`src/rtl/mem_resp_watchdog.sv`:
```
module mem_resp_watchdog #(
  parameter int CW = 8
) (
  input  logic          clk,
  input  logic          rst_n,
  input  logic          acc_start_i,
  input  logic          mem_ready_i,
  input  logic [CW-1:0] reload_i,
  input  logic          flag_clr_i,
  output logic [CW-1:0] count_o,
  output logic          timeout_o
);

  logic [CW-1:0] cnt_q;
  logic          busy_q;
  logic          flag_q;
  logic          enabled;
  logic          expire;

  assign enabled = (reload_i != '0);
  assign expire  = enabled && !acc_start_i && !mem_ready_i && busy_q && (cnt_q == CW'(1));

  always_ff @(posedge clk or negedge rst_n) begin
    if (!rst_n) begin
      cnt_q  <= '0;
      busy_q <= 1'b0;
    end else if (!enabled) begin
      cnt_q  <= '0;
      busy_q <= 1'b0;
    end else if (acc_start_i) begin
      cnt_q  <= reload_i;
      busy_q <= 1'b1;
    end else if (mem_ready_i) begin
      cnt_q  <= reload_i;
      busy_q <= 1'b0;
    end else if (busy_q && cnt_q != '0) begin
      cnt_q  <= cnt_q - CW'(1);
      busy_q <= !expire;
    end
  end

  always_ff @(posedge clk or negedge rst_n) begin
    if (!rst_n) flag_q <= 1'b0;
    else        flag_q <= expire | (flag_q & ~flag_clr_i);
  end

  assign count_o   = cnt_q;
  assign timeout_o = flag_q;

  AST_START_LOAD: assert property (@(posedge clk) disable iff (!rst_n)
    (acc_start_i && reload_i != '0) |=> (count_o == $past(reload_i)));

  AST_READY_RELOAD: assert property (@(posedge clk) disable iff (!rst_n)
    (mem_ready_i && !acc_start_i && reload_i != '0) |=> (count_o == $past(reload_i)));

  AST_ZERO_ON_RISE: assert property (@(posedge clk) disable iff (!rst_n)
    $rose(timeout_o) |-> (count_o == '0));

  AST_NO_WRAP: assert property (@(posedge clk) disable iff (!rst_n)
    (count_o == '0 && !acc_start_i && !mem_ready_i) |=> (count_o == '0));

  AST_DISABLED: assert property (@(posedge clk) disable iff (!rst_n)
    (reload_i == '0) |=> (count_o == '0));

  AST_FLAG_STICKY: assert property (@(posedge clk) disable iff (!rst_n)
    (timeout_o && !flag_clr_i) |=> timeout_o);

  AST_STEP_ONE: assert property (@(posedge clk) disable iff (!rst_n)
    (reload_i != '0 && !acc_start_i && !mem_ready_i && count_o != '0) |=>
      (count_o == $past(count_o) || count_o == $past(count_o) - CW'(1)));

endmodule

```
`config.mk`:
```
export PLATFORM = sky130hd
export DESIGN_NAME = mem_resp_watchdog
export DESIGN_NICKNAME = d
export VERILOG_FILES = /design/src/rtl/mem_resp_watchdog.sv
export SDC_FILE = /design/constraint.sdc
export NUM_CORES = 1
export LEC_CHECK = 0
export BUFFER_PORTS_ARGS = -buffer_cell sky130_fd_sc_hd__buf_2
export CAP_MARGIN = 20
export CORE_MARGIN = 1.5
export CORE_UTILIZATION = 52
export CTS_CLUSTER_DIAMETER = 40
export DETAILED_ROUTE_END_ITERATION = 6
export PLACE_DENSITY = 0.81
export SYNTH_ARGS = -nofsm -noshare
export SYNTH_HDL_FRONTEND = slang
export SYNTH_SLANG_ARGS = --single-unit
```
`constraint.sdc`:
```
create_clock -name clk -period 2.6 [get_ports clk]
set_input_delay 0 -clock clk [delete_from_list [all_inputs] [get_ports clk]]
set_output_delay 0 -clock clk [all_outputs]
set_load 0.03 [all_outputs]
```
==> report_table.html, run 1 <==
<table>
<tr><th>Metric</th><th>Value</th></tr>
<tr><th colspan="2">Run status</th></tr>
<tr><td>Status</td><td>complete, no violations</td></tr>
<tr><th colspan="2">Setup path</th></tr>
<tr><td>Required @ worst endpoint</td><td>2.76 ns</td></tr>
<tr><td>Kind of launch point of the worst setup path</td><td>flip-flop</td></tr>
<tr><td>Critical path's slowest cell</td><td>sky130_fd_sc_hd__dfrtp_1</td></tr>
<tr><td>Class of the most critical setup path</td><td>reg -&gt; reg</td></tr>
<tr><td>Critical Path Fanout Max</td><td>7</td></tr>
<tr><td>Depth of the worst register-to-register path</td><td>4</td></tr>
<tr><td>Endpoint kind of the worst setup timing path</td><td>flip-flop</td></tr>
<tr><td>R2r startpoint</td><td>count_o[4]$_DFFE_PN0P_</td></tr>
<tr><td>Max incr delay on CP</td><td>0.48 ns</td></tr>
<tr><td>Setup slack on the worst flop-to-flop path</td><td>0.97 ns</td></tr>
<tr><td>Series of cell instances along the critical path</td><td>nor4_4 &gt; a31oi_2 &gt; o21a_1 &gt; a32o_1</td></tr>
<tr><td>Destination of the worst register-to-register timing path</td><td>count_o[6]$_DFFE_PN0P_</td></tr>
<tr><td>Critical Path AT</td><td>1.79 ns</td></tr>
<tr><th colspan="2">Place</th></tr>
<tr><td>Routability-driven placement congestion ratio</td><td>0.876</td></tr>
<tr><td>HPWL reported at the end of detailed placement</td><td>1340 microns</td></tr>
<tr><td>Buffers added on ports</td><td>21</td></tr>
<tr><th colspan="2">Floorplanning</th></tr>
<tr><td>Total number of placement rows</td><td>12</td></tr>
<tr><td>Die outline width</td><td>39.2 microns</td></tr>
<tr><td>Total die area</td><td>0.00154 sq mm</td></tr>
<tr><td>Core region area</td><td>0.00116 sq mm</td></tr>
<tr><td>Chip height</td><td>39.2 microns</td></tr>
<tr><td>I/O pins</td><td>22</td></tr>
<tr><td>Initial Util</td><td>58.9%</td></tr>
<tr><th colspan="2">Power</th></tr>
<tr><td>Switching pwr</td><td>0.172 mW</td></tr>
<tr><td>Relative contribution of sequential cells to total power</td><td>41.0%</td></tr>
<tr><td>Internal power</td><td>0.305 mW</td></tr>
<tr><td>Switching Fraction</td><td>36.1%</td></tr>
<tr><td>Power per unit of standard cell area</td><td>561 mW/mm^2</td></tr>
<tr><td>Tot Pwr</td><td>0.477 mW</td></tr>
<tr><td>Part of the power in combinational logic</td><td>28.5%</td></tr>
<tr><td>Leakage power</td><td>0.389 nW</td></tr>
<tr><td>Worst VDD drop</td><td>0.284 mV</td></tr>
<tr><td>Portion of total power attributed to the clock network</td><td>30.5%</td></tr>
<tr><th colspan="2">Finish</th></tr>
<tr><td>Layout cell share with drive strength beyond 1</td><td>34.0%</td></tr>
<tr><td>Area taken by multi-input logic gates</td><td>399 sq um</td></tr>
<tr><td>Sequential cell area</td><td>250 sq um</td></tr>
<tr><td>Count of antenna diodes in the layout</td><td>0</td></tr>
<tr><td>Most common library cell in the layout ignoring fill and taps</td><td>sky130_fd_sc_hd__buf_2</td></tr>
<tr><td>Layout area overhead</td><td>25.0%</td></tr>
<tr><td>Final net count</td><td>117</td></tr>
<tr><td>Commonest cells after routing, fill and taps aside</td><td>21 x sky130_fd_sc_hd__buf_2, 11 x sky130_fd_sc_hd__nand2_1, 10 x sky130_fd_sc_hd__dfrtp_1</td></tr>
<tr><td>Layout fillers</td><td>99</td></tr>
<tr><th colspan="2">Hold path</th></tr>
<tr><td>End point of the most critical hold path</td><td>busy_q$_DFFE_PN0P_</td></tr>
<tr><td>Path category of the worst min-delay check</td><td>in -&gt; reg</td></tr>
<tr><td>Launch point of the worst hold path</td><td>acc_start_i</td></tr>
<tr><td>Hold path depth</td><td>3</td></tr>
<tr><th colspan="2">Global routing</th></tr>
<tr><td>Vias in the first global route</td><td>633</td></tr>
<tr><td>Largest net degree at the start of global routing</td><td>17</td></tr>
<tr><td>First-pass GRT wire length</td><td>2900 microns</td></tr>
<tr><td>GR Util All Layers</td><td>28.5%</td></tr>
<tr><td>Number of antenna violations at the first check in global routing</td><td>0</td></tr>
<tr><td>Aggregate global routing overflow</td><td>0</td></tr>
<tr><th colspan="2">Timing</th></tr>
<tr><td>Achievable frequency</td><td>613 MHz</td></tr>
<tr><td>Time the final worst path needs with I/O delays and setup</td><td>1.63 ns</td></tr>
<tr><td>Unrepaired setup endpoints after global routing</td><td>no</td></tr>
<tr><td>Transition time of the tightest slew-check pin</td><td>0.527 ns</td></tr>
<tr><td>Setup TNS after final layout</td><td>0 ns</td></tr>
<tr><td>Final hold violation count</td><td>0</td></tr>
<tr><td>Relative slew slack</td><td>64.6%</td></tr>
<tr><td>Final Max Tran Viols</td><td>0</td></tr>
<tr><td>Period utilisation layout</td><td>62.7%</td></tr>
<tr><td>Clock skew</td><td>0.00329 ns</td></tr>
<tr><td>Setup violators final</td><td>0</td></tr>
<tr><th colspan="2">Yosys</th></tr>
<tr><td>Synth warnings</td><td>0</td></tr>
<tr><td>Synthesized area</td><td>681 sq um</td></tr>
<tr><td>Cell count after synthesis</td><td>75</td></tr>
<tr><td>Netlist cell types</td><td>35</td></tr>
<tr><td>Synth top area cells</td><td>sky130_fd_sc_hd__dfrtp_1 37%, sky130_fd_sc_hd__nand2_1 6.1%, sky130_fd_sc_hd__ha_1 5.5%</td></tr>
<tr><td>Library cell with the largest summed area after synthesis</td><td>sky130_fd_sc_hd__dfrtp_1</td></tr>
<tr><td>Net Count, Synth</td><td>91</td></tr>
<tr><td>Mean instance size in the synthesized netlist</td><td>9.08 sq um</td></tr>
<tr><td>Synthesis-stage register bit count</td><td>10</td></tr>
<tr><td>Sequential share of the synthesized area</td><td>36.8%</td></tr>
<tr><td>Fraction of synthesized cell area taken by the top area cell type</td><td>36.8%</td></tr>
<tr><th colspan="2">Clocking</th></tr>
<tr><td>Number of buffers added to fix hold violations after cts</td><td>2</td></tr>
<tr><td>Cts repair resizes</td><td>0</td></tr>
<tr><td>Clock-pin transition on the worst setup and hold timing paths</td><td>0.07 ns</td></tr>
<tr><td>Number of levels in the clock H-tree</td><td>1</td></tr>
<tr><td>Cell at the root of the clock tree</td><td>sky130_fd_sc_hd__clkbuf_4</td></tr>
<tr><td>Clock tree from TritonCTS</td><td>yes</td></tr>
<tr><td>Buffer levels on the longest clock path</td><td>2</td></tr>
<tr><td>Clock sink total</td><td>10</td></tr>
<tr><td>Post-CTS Setup Bufs</td><td>0</td></tr>
<tr><td>Cts bufs inserted</td><td>3</td></tr>
<tr><td>Latest clock arrival within the worst-skew pair</td><td>0.27 ns</td></tr>
<tr><th colspan="2">Routing</th></tr>
<tr><td>Number of detailed-route iterations in the first pass</td><td>4</td></tr>
<tr><td>Initial DRC Count</td><td>45</td></tr>
<tr><td>Remaining number of nets flagged by the antenna check after routing</td><td>0</td></tr>
<tr><td>Final routed DRC violation total</td><td>0</td></tr>
<tr><td>Drt total wl</td><td>1850 microns</td></tr>
<tr><td>Via total after detailed routing</td><td>729</td></tr>
<tr><td>Post-detailed-route wirelength per cell</td><td>16.3 microns</td></tr>
<tr><td>Average via count per standard cell</td><td>6.39</td></tr>
<tr><th colspan="2">Run</th></tr>
<tr><td>Number of violations of the max-capacitance limit</td><td>0</td></tr>
</table>
worst max-delay path: cells and delay by family (launching register included):
family	cells	cell delay [ns]
AND/OR/NAND/NOR	1	0.41
flip-flops	1	0.48
AO/OA/AOI/OAI	3	0.64
kinds of logic (layout without fill, tap and decap cells):
| group | Yosys count | count (layout) | share of synthesized area [%] |
|---|---|---|---|
| AOI/OAI and AO/OA | 25 | 25 | 26.8 |
| and+or+nand+nor | 29 | 29 | 26.3 |
| DFF | 10 | 10 | 36.8 |
| adders and majority gates | 3 | 3 | 5.52 |
| buffers and inverters | 8 | 33 | 4.59 |
area by class of cell:
class / count / share of cell area (%)
inverter: 6 / 2.65
clock buffer: 4 / 4.26
sequential: 10 / 29.4
tap: 14 / 2.06
timing repair buffer: 23 / 14.7
multi-input combinational: 57 / 46.9
synthesized netlist by cell type:
cell type	instances
sky130_fd_sc_hd__a21oi_2	1
sky130_fd_sc_hd__nor4_2	2
sky130_fd_sc_hd__a22o_1	2
sky130_fd_sc_hd__a22oi_1	2
sky130_fd_sc_hd__a31oi_2	1
sky130_fd_sc_hd__a32o_1	1
sky130_fd_sc_hd__o21ai_2	1
sky130_fd_sc_hd__and3_1	1
sky130_fd_sc_hd__nor3b_1	2
sky130_fd_sc_hd__clkbuf_1	1
sky130_fd_sc_hd__o21ai_0	4
sky130_fd_sc_hd__buf_2	1
sky130_fd_sc_hd__and2_1	1
sky130_fd_sc_hd__nand2_1	11
sky130_fd_sc_hd__nor4_4	1
sky130_fd_sc_hd__and2b_1	1
sky130_fd_sc_hd__or2_2	1
sky130_fd_sc_hd__nand4b_1	1
sky130_fd_sc_hd__o31ai_1	1
sky130_fd_sc_hd__inv_1	6
sky130_fd_sc_hd__o31a_2	1
sky130_fd_sc_hd__nand4_1	1
sky130_fd_sc_hd__nor4_1	1
sky130_fd_sc_hd__or3_2	1
sky130_fd_sc_hd__o211ai_1	1
sky130_fd_sc_hd__o22ai_1	3
sky130_fd_sc_hd__nor2_1	3
sky130_fd_sc_hd__nand3_1	2
sky130_fd_sc_hd__o21a_1	1
sky130_fd_sc_hd__o41ai_1	1
sky130_fd_sc_hd__o32ai_1	1
sky130_fd_sc_hd__ha_1	3
sky130_fd_sc_hd__a31oi_1	1
sky130_fd_sc_hd__dfrtp_1	10
sky130_fd_sc_hd__a21oi_1	3
power by group through the flow:
stage          combinational, mW  sequential (mW)  clock [mW]
2_1_floorplan             0.0605            0.221           0
3_3_place_gp               0.130            0.196           0
3_5_place_dp               0.131            0.197           0
4_1_cts                    0.136            0.195       0.140
5_1_grt                    0.148            0.198       0.157
6_report                   0.136            0.196       0.146
per-stage QoR:
stage,setup WS (ns),hold WS (ns),area [sq um],cells,util [%]
2_1_floorplan,0.977,-0.296,681,75,-
3_3_place_gp,1.09,-0.128,795,108,68.7
3_5_place_dp,1.03,-0.126,795,108,68.7
4_1_cts,0.986,0.0178,851,114,73.6
5_1_grt,0.879,0.0100,851,114,73.6
6_report,0.969,0.0111,851,114,73.6
state kept, by name, summed over array words and instances (netlist names):
| signal | cells |
|---|---|
| count_o | 8 |
| busy_q | 1 |
| timeout_o | 1 |
how the worst max path moves through the flow:
stage,from,end,slack (ns)
2_1_floorplan,count_o[0]$_DFFE_PN0P_,count_o[0]$_DFFE_PN0P_,0.98
3_3_place_gp,count_o[4]$_DFFE_PN0P_,count_o[2]$_DFFE_PN0P_,1.09
3_5_place_dp,count_o[4]$_DFFE_PN0P_,count_o[6]$_DFFE_PN0P_,1.03
4_1_cts,count_o[4]$_DFFE_PN0P_,count_o[6]$_DFFE_PN0P_,0.99
5_1_grt,count_o[4]$_DFFE_PN0P_,count_o[6]$_DFFE_PN0P_,0.88
6_report,count_o[4]$_DFFE_PN0P_,count_o[6]$_DFFE_PN0P_,0.97
per-layer routing:
metal	track usage (%)	up-vias	routed length [microns]	share of wire, %
met5	0	-	0	0
li1	-	331	-	-
met2	47.9	51	841	45
met1	34.0	338	811	44
met4	12.1	0	52	2.8
met3	6.94	9	148	8.0
No activity file was read; power rests on OpenSTA's default activity.
==> run 2: changes to the inputs <==
--- a/config.mk
+++ b/config.mk
@@ -8,10 +8,10 @@
 export BUFFER_PORTS_ARGS = -buffer_cell sky130_fd_sc_hd__buf_2
 export CAP_MARGIN = 20
 export CORE_MARGIN = 1.5
-export CORE_UTILIZATION = 52
+export CORE_UTILIZATION = 43
 export CTS_CLUSTER_DIAMETER = 40
 export DETAILED_ROUTE_END_ITERATION = 6
-export PLACE_DENSITY = 0.81
+export PLACE_DENSITY = 0.71
 export SYNTH_ARGS = -nofsm -noshare
 export SYNTH_HDL_FRONTEND = slang
 export SYNTH_SLANG_ARGS = --single-unit
==> constraint.sdc (replaced) <==
create_clock -name clk -period 1.3 [get_ports clk]
set_input_delay 0 -clock clk [delete_from_list [all_inputs] [get_ports clk]]
set_output_delay 0 -clock clk [all_outputs]
set_load 0.03 [all_outputs]
==> run 2 against run 1 <==
Effect of this change: the flow now finishes with violations (negative setup slack); global-route usage decreased by 3.6 points; register-to-register slack worse by 1.2 ns; fmax increased by 6.9%; critical path depth did not move; sequential power grew 94%; clock skew down 0.0026 ns; via count is 5.3% higher; wire length grew 6.3%; critical endpoint unchanged.
==> report_table.html, run 2 (synthesis gave the netlist of run 1 again) <==
<table>
<tr><th>Metric</th><th>Value</th></tr>
<tr><th colspan="2">Timing</th></tr>
<tr><td>Final hold violation count</td><td>0 (unchanged)</td></tr>
<tr><td>Relative slew slack</td><td>75.6% (+11 points)</td></tr>
<tr><td>Clock skew</td><td>0.000645 ns (-0.00264 ns)</td></tr>
<tr><td>Time the final worst path needs with I/O delays and setup</td><td>1.53 ns (-0.105 ns)</td></tr>
<tr><td>Final Max Tran Viols</td><td>0 (unchanged)</td></tr>
<tr><td>Achievable frequency</td><td>655 MHz (+6.9%)</td></tr>
<tr><td>Final worst slack</td><td>-0.226 ns (-1.20 ns)</td></tr>
<tr><td>Unrepaired setup endpoints after global routing</td><td>yes</td></tr>
<tr><td>Transition time of the tightest slew-check pin</td><td>0.363 ns (-0.164 ns)</td></tr>
<tr><td>Setup violators final</td><td>9 (+9)</td></tr>
<tr><td>WHS</td><td>0.00619 ns (-0.00490 ns)</td></tr>
<tr><td>Period utilisation layout</td><td>117% (+55 points)</td></tr>
<tr><th colspan="2">Global routing</th></tr>
<tr><td>First-pass GRT wire length</td><td>3370 microns (+16%)</td></tr>
<tr><td>Largest net degree at the start of global routing</td><td>11 (-6)</td></tr>
<tr><td>Vias in the first global route</td><td>779 (+23%)</td></tr>
<tr><td>Number of antenna violations at the first check in global routing</td><td>0 (unchanged)</td></tr>
<tr><td>GR Util All Layers</td><td>24.9% (-3.6 points)</td></tr>
<tr><td>Aggregate global routing overflow</td><td>0 (unchanged)</td></tr>
<tr><th colspan="2">Run status</th></tr>
<tr><td>Failing checks</td><td>negative setup slack</td></tr>
<tr><td>Status</td><td>finished, violations left</td></tr>
<tr><th colspan="2">Place</th></tr>
<tr><td>Post-place instance area</td><td>931 sq um (+17%)</td></tr>
<tr><td>Routability-driven placement congestion ratio</td><td>0.887 (+1.2%)</td></tr>
<tr><td>Worst setup slack after placement</td><td>-0.194 ns (-1.22 ns)</td></tr>
<tr><td>Buffers added on ports</td><td>21 (unchanged)</td></tr>
<tr><td>HPWL reported at the end of detailed placement</td><td>1530 microns (+14%)</td></tr>
<tr><th colspan="2">Routing</th></tr>
<tr><td>Post-detailed-route wirelength per cell</td><td>14.7 microns (-9.6%)</td></tr>
<tr><td>Via total after detailed routing</td><td>768 (+5.3%)</td></tr>
<tr><td>Final routed DRC violation total</td><td>0 (unchanged)</td></tr>
<tr><td>Initial DRC Count</td><td>31 (-31%)</td></tr>
<tr><td>Remaining number of nets flagged by the antenna check after routing</td><td>0 (unchanged)</td></tr>
<tr><td>Average via count per standard cell</td><td>5.73 (-10%)</td></tr>
<tr><td>Drt total wl</td><td>1970 microns (+6.3%)</td></tr>
<tr><td>Number of detailed-route iterations in the first pass</td><td>4 (unchanged)</td></tr>
<tr><th colspan="2">Power</th></tr>
<tr><td>Relative contribution of sequential cells to total power</td><td>36.2% (-4.8 points)</td></tr>
<tr><td>Leakage power</td><td>0.474 nW (+22%)</td></tr>
<tr><td>Internal power</td><td>0.681 mW (+120%)</td></tr>
<tr><td>Worst VDD drop</td><td>0.726 mV (+160%)</td></tr>
<tr><td>Power per unit of standard cell area</td><td>1050 mW/mm^2 (+88%)</td></tr>
<tr><td>Switching Fraction</td><td>35.1% (-1.0 points)</td></tr>
<tr><td>Portion of total power attributed to the clock network</td><td>28.7% (-1.8 points)</td></tr>
<tr><td>Part of the power in combinational logic</td><td>35.1% (+6.6 points)</td></tr>
<tr><td>Switching pwr</td><td>0.368 mW (+110%)</td></tr>
<tr><th colspan="2">Setup path</th></tr>
<tr><td>Max incr delay on CP</td><td>0.43 ns (-0.05 ns)</td></tr>
<tr><td>Depth of the worst register-to-register path</td><td>4 (unchanged)</td></tr>
<tr><td>Critical path's slowest cell</td><td>sky130_fd_sc_hd__dfrtp_2</td></tr>
<tr><td>Kind of launch point of the worst setup path</td><td>flip-flop</td></tr>
<tr><td>Endpoint kind of the worst setup timing path</td><td>flip-flop</td></tr>
<tr><td>Series of cell instances along the critical path</td><td>nor4_4 &gt; a31oi_2 &gt; o21a_1 &gt; a32o_1</td></tr>
<tr><td>Required @ worst endpoint</td><td>1.47 ns (-1.29 ns)</td></tr>
<tr><td>Critical Path AT</td><td>1.70 ns (-0.09 ns)</td></tr>
<tr><td>Class of the most critical setup path</td><td>reg -&gt; reg</td></tr>
<tr><td>Setup slack on the worst flop-to-flop path</td><td>-0.23 ns (-1.20 ns)</td></tr>
<tr><td>Destination of the worst register-to-register timing path</td><td>count_o[6]$_DFFE_PN0P_</td></tr>
<tr><td>Timing startpoint of the critical path</td><td>count_o[7]$_DFFE_PN0P_</td></tr>
<tr><td>Critical Path Fanout Max</td><td>3 (-4)</td></tr>
<tr><td>R2r startpoint</td><td>count_o[7]$_DFFE_PN0P_</td></tr>
<tr><th colspan="2">Clocking</th></tr>
<tr><td>Clock-pin transition on the worst setup and hold timing paths</td><td>0.08 ns (about the same)</td></tr>
<tr><td>Cts bufs inserted</td><td>3 (unchanged)</td></tr>
<tr><td>Buffer levels on the longest clock path</td><td>2 (unchanged)</td></tr>
<tr><td>Clock sink total</td><td>10 (unchanged)</td></tr>
<tr><td>Clock tree from TritonCTS</td><td>yes</td></tr>
<tr><td>Cell at the root of the clock tree</td><td>sky130_fd_sc_hd__clkbuf_4</td></tr>
<tr><td>Number of levels in the clock H-tree</td><td>1 (unchanged)</td></tr>
<tr><td>Latest clock arrival within the worst-skew pair</td><td>0.28 ns (about the same)</td></tr>
<tr><th colspan="2">Floorplanning</th></tr>
<tr><td>Core region area</td><td>0.00149 sq mm (+29%)</td></tr>
<tr><td>Total number of placement rows</td><td>14 (+2)</td></tr>
<tr><td>Chip height</td><td>42.8 microns (+9.2%)</td></tr>
<tr><td>Total die area</td><td>0.00183 sq mm (+19%)</td></tr>
<tr><td>Initial Util</td><td>45.7% (-13 points)</td></tr>
<tr><td>I/O pins</td><td>22 (unchanged)</td></tr>
<tr><td>Die outline width</td><td>42.8 microns (+9.2%)</td></tr>
<tr><th colspan="2">Finish</th></tr>
<tr><td>Commonest cells after routing, fill and taps aside</td><td>21 x sky130_fd_sc_hd__buf_2, 18 x sky130_fd_sc_hd__buf_4, 11 x sky130_fd_sc_hd__nand2_1</td></tr>
<tr><td>Layout cell share with drive strength beyond 1</td><td>48.3% (+14 points)</td></tr>
<tr><td>Count of antenna diodes in the layout</td><td>0 (unchanged)</td></tr>
<tr><td>Sequential cell area</td><td>256 sq um (+2.5%)</td></tr>
<tr><td>Final core area utilization</td><td>66.8% (-6.8 points)</td></tr>
<tr><td>Layout fillers</td><td>126 (+27%)</td></tr>
<tr><td>Area taken by multi-input logic gates</td><td>399 sq um (unchanged)</td></tr>
<tr><td>Layout area overhead</td><td>46.1%</td></tr>
<tr><td>Most common library cell in the layout ignoring fill and taps</td><td>sky130_fd_sc_hd__buf_2</td></tr>
<tr><td>Finished Cell Area</td><td>995 sq um (+17%)</td></tr>
<tr><td>Flip-flop count of the largest register after layout</td><td>8 (unchanged)</td></tr>
<tr><td>Final net count</td><td>135 (+15%)</td></tr>
<tr><th colspan="2">Hold path</th></tr>
<tr><td>Hold path depth</td><td>3 (unchanged)</td></tr>
<tr><td>Launch point of the worst hold path</td><td>acc_start_i</td></tr>
<tr><td>Path category of the worst min-delay check</td><td>in -&gt; reg</td></tr>
<tr><td>End point of the most critical hold path</td><td>busy_q$_DFFE_PN0P_</td></tr>
<tr><th colspan="2">Run</th></tr>
<tr><td>Number of violations of the max-capacitance limit</td><td>0 (unchanged)</td></tr>
</table>
==> run 2: worst max-delay path by stage <==
stage	slack, ns	endpoint	depth (start not counted)
after floorplan	-0.24	count_o[6]$_DFFE_PN0P_	4
after global placement	-0.15	count_o[6]$_DFFE_PN0P_	4
after detailed placement	-0.19	count_o[6]$_DFFE_PN0P_	4
after CTS	-0.22	count_o[6]$_DFFE_PN0P_	4
after global routing	-0.26	count_o[6]$_DFFE_PN0P_	4
final	-0.23	count_o[6]$_DFFE_PN0P_	4
==> run 2: layer usage <==
layer | GRT usage [%] | wire length, microns
met5 | 0 | 0
met4 | 11.9 | 57
met3 | 3.83 | 84
met2 | 40.0 | 912
met1 | 32.4 | 915
==> run 2: final cells by class <==
| type | count | area share (%) |
|---|---|---|
| well taps | 16 | 2.01 |
| flip-flops and latches | 10 | 25.8 |
| clock buffers | 4 | 3.65 |
| repair buffers | 41 | 26.2 |
| multi-input cells | 57 | 40.1 |
| inverters | 6 | 2.26 |
==> run 2: metrics by stage <==
| stage | cells | total power, mW | TNS (ns) |
|---|---|---|---|
| 2_1_floorplan | 75 | 0.569 | -1.27 |
| 3_3_place_gp | 127 | 0.734 | -0.846 |
| 3_5_place_dp | 127 | 0.740 | -1.26 |
| 4_1_cts | 134 | 1.04 | -1.41 |
| 5_1_grt | 134 | 1.10 | -2.14 |
| 6_report | 134 | 1.05 | -1.53 |
==> run 2: repair_timing <==
item | in CTS | in global routing
cloned | 0 | 0
pin swaps | 1 | 2
hold buffers | 2 | 0
gates resized for setup | 0 | 0
setup buffers | 1 | 0
endpoints found under the hold margin | 11 | 0
endpoints found under the setup margin | 9 | 10
==> run 2: worst max-delay path: cells and delay by family (launching register included) <==
family          cells  cell delay [ns]
compound gates      3             0.65
simple gates        1             0.35
flops               1             0.43
==> run 2: power by group through the flow <==
stage / combinational [mW] / sequential, mW / clock, mW
global placement: 0.350 / 0.383 / 0
detailed placement: 0.354 / 0.387 / 0
finish: 0.368 / 0.380 / 0.301
CTS: 0.366 / 0.380 / 0.298
global route: 0.398 / 0.386 / 0.312
floorplan: 0.122 / 0.447 / 0
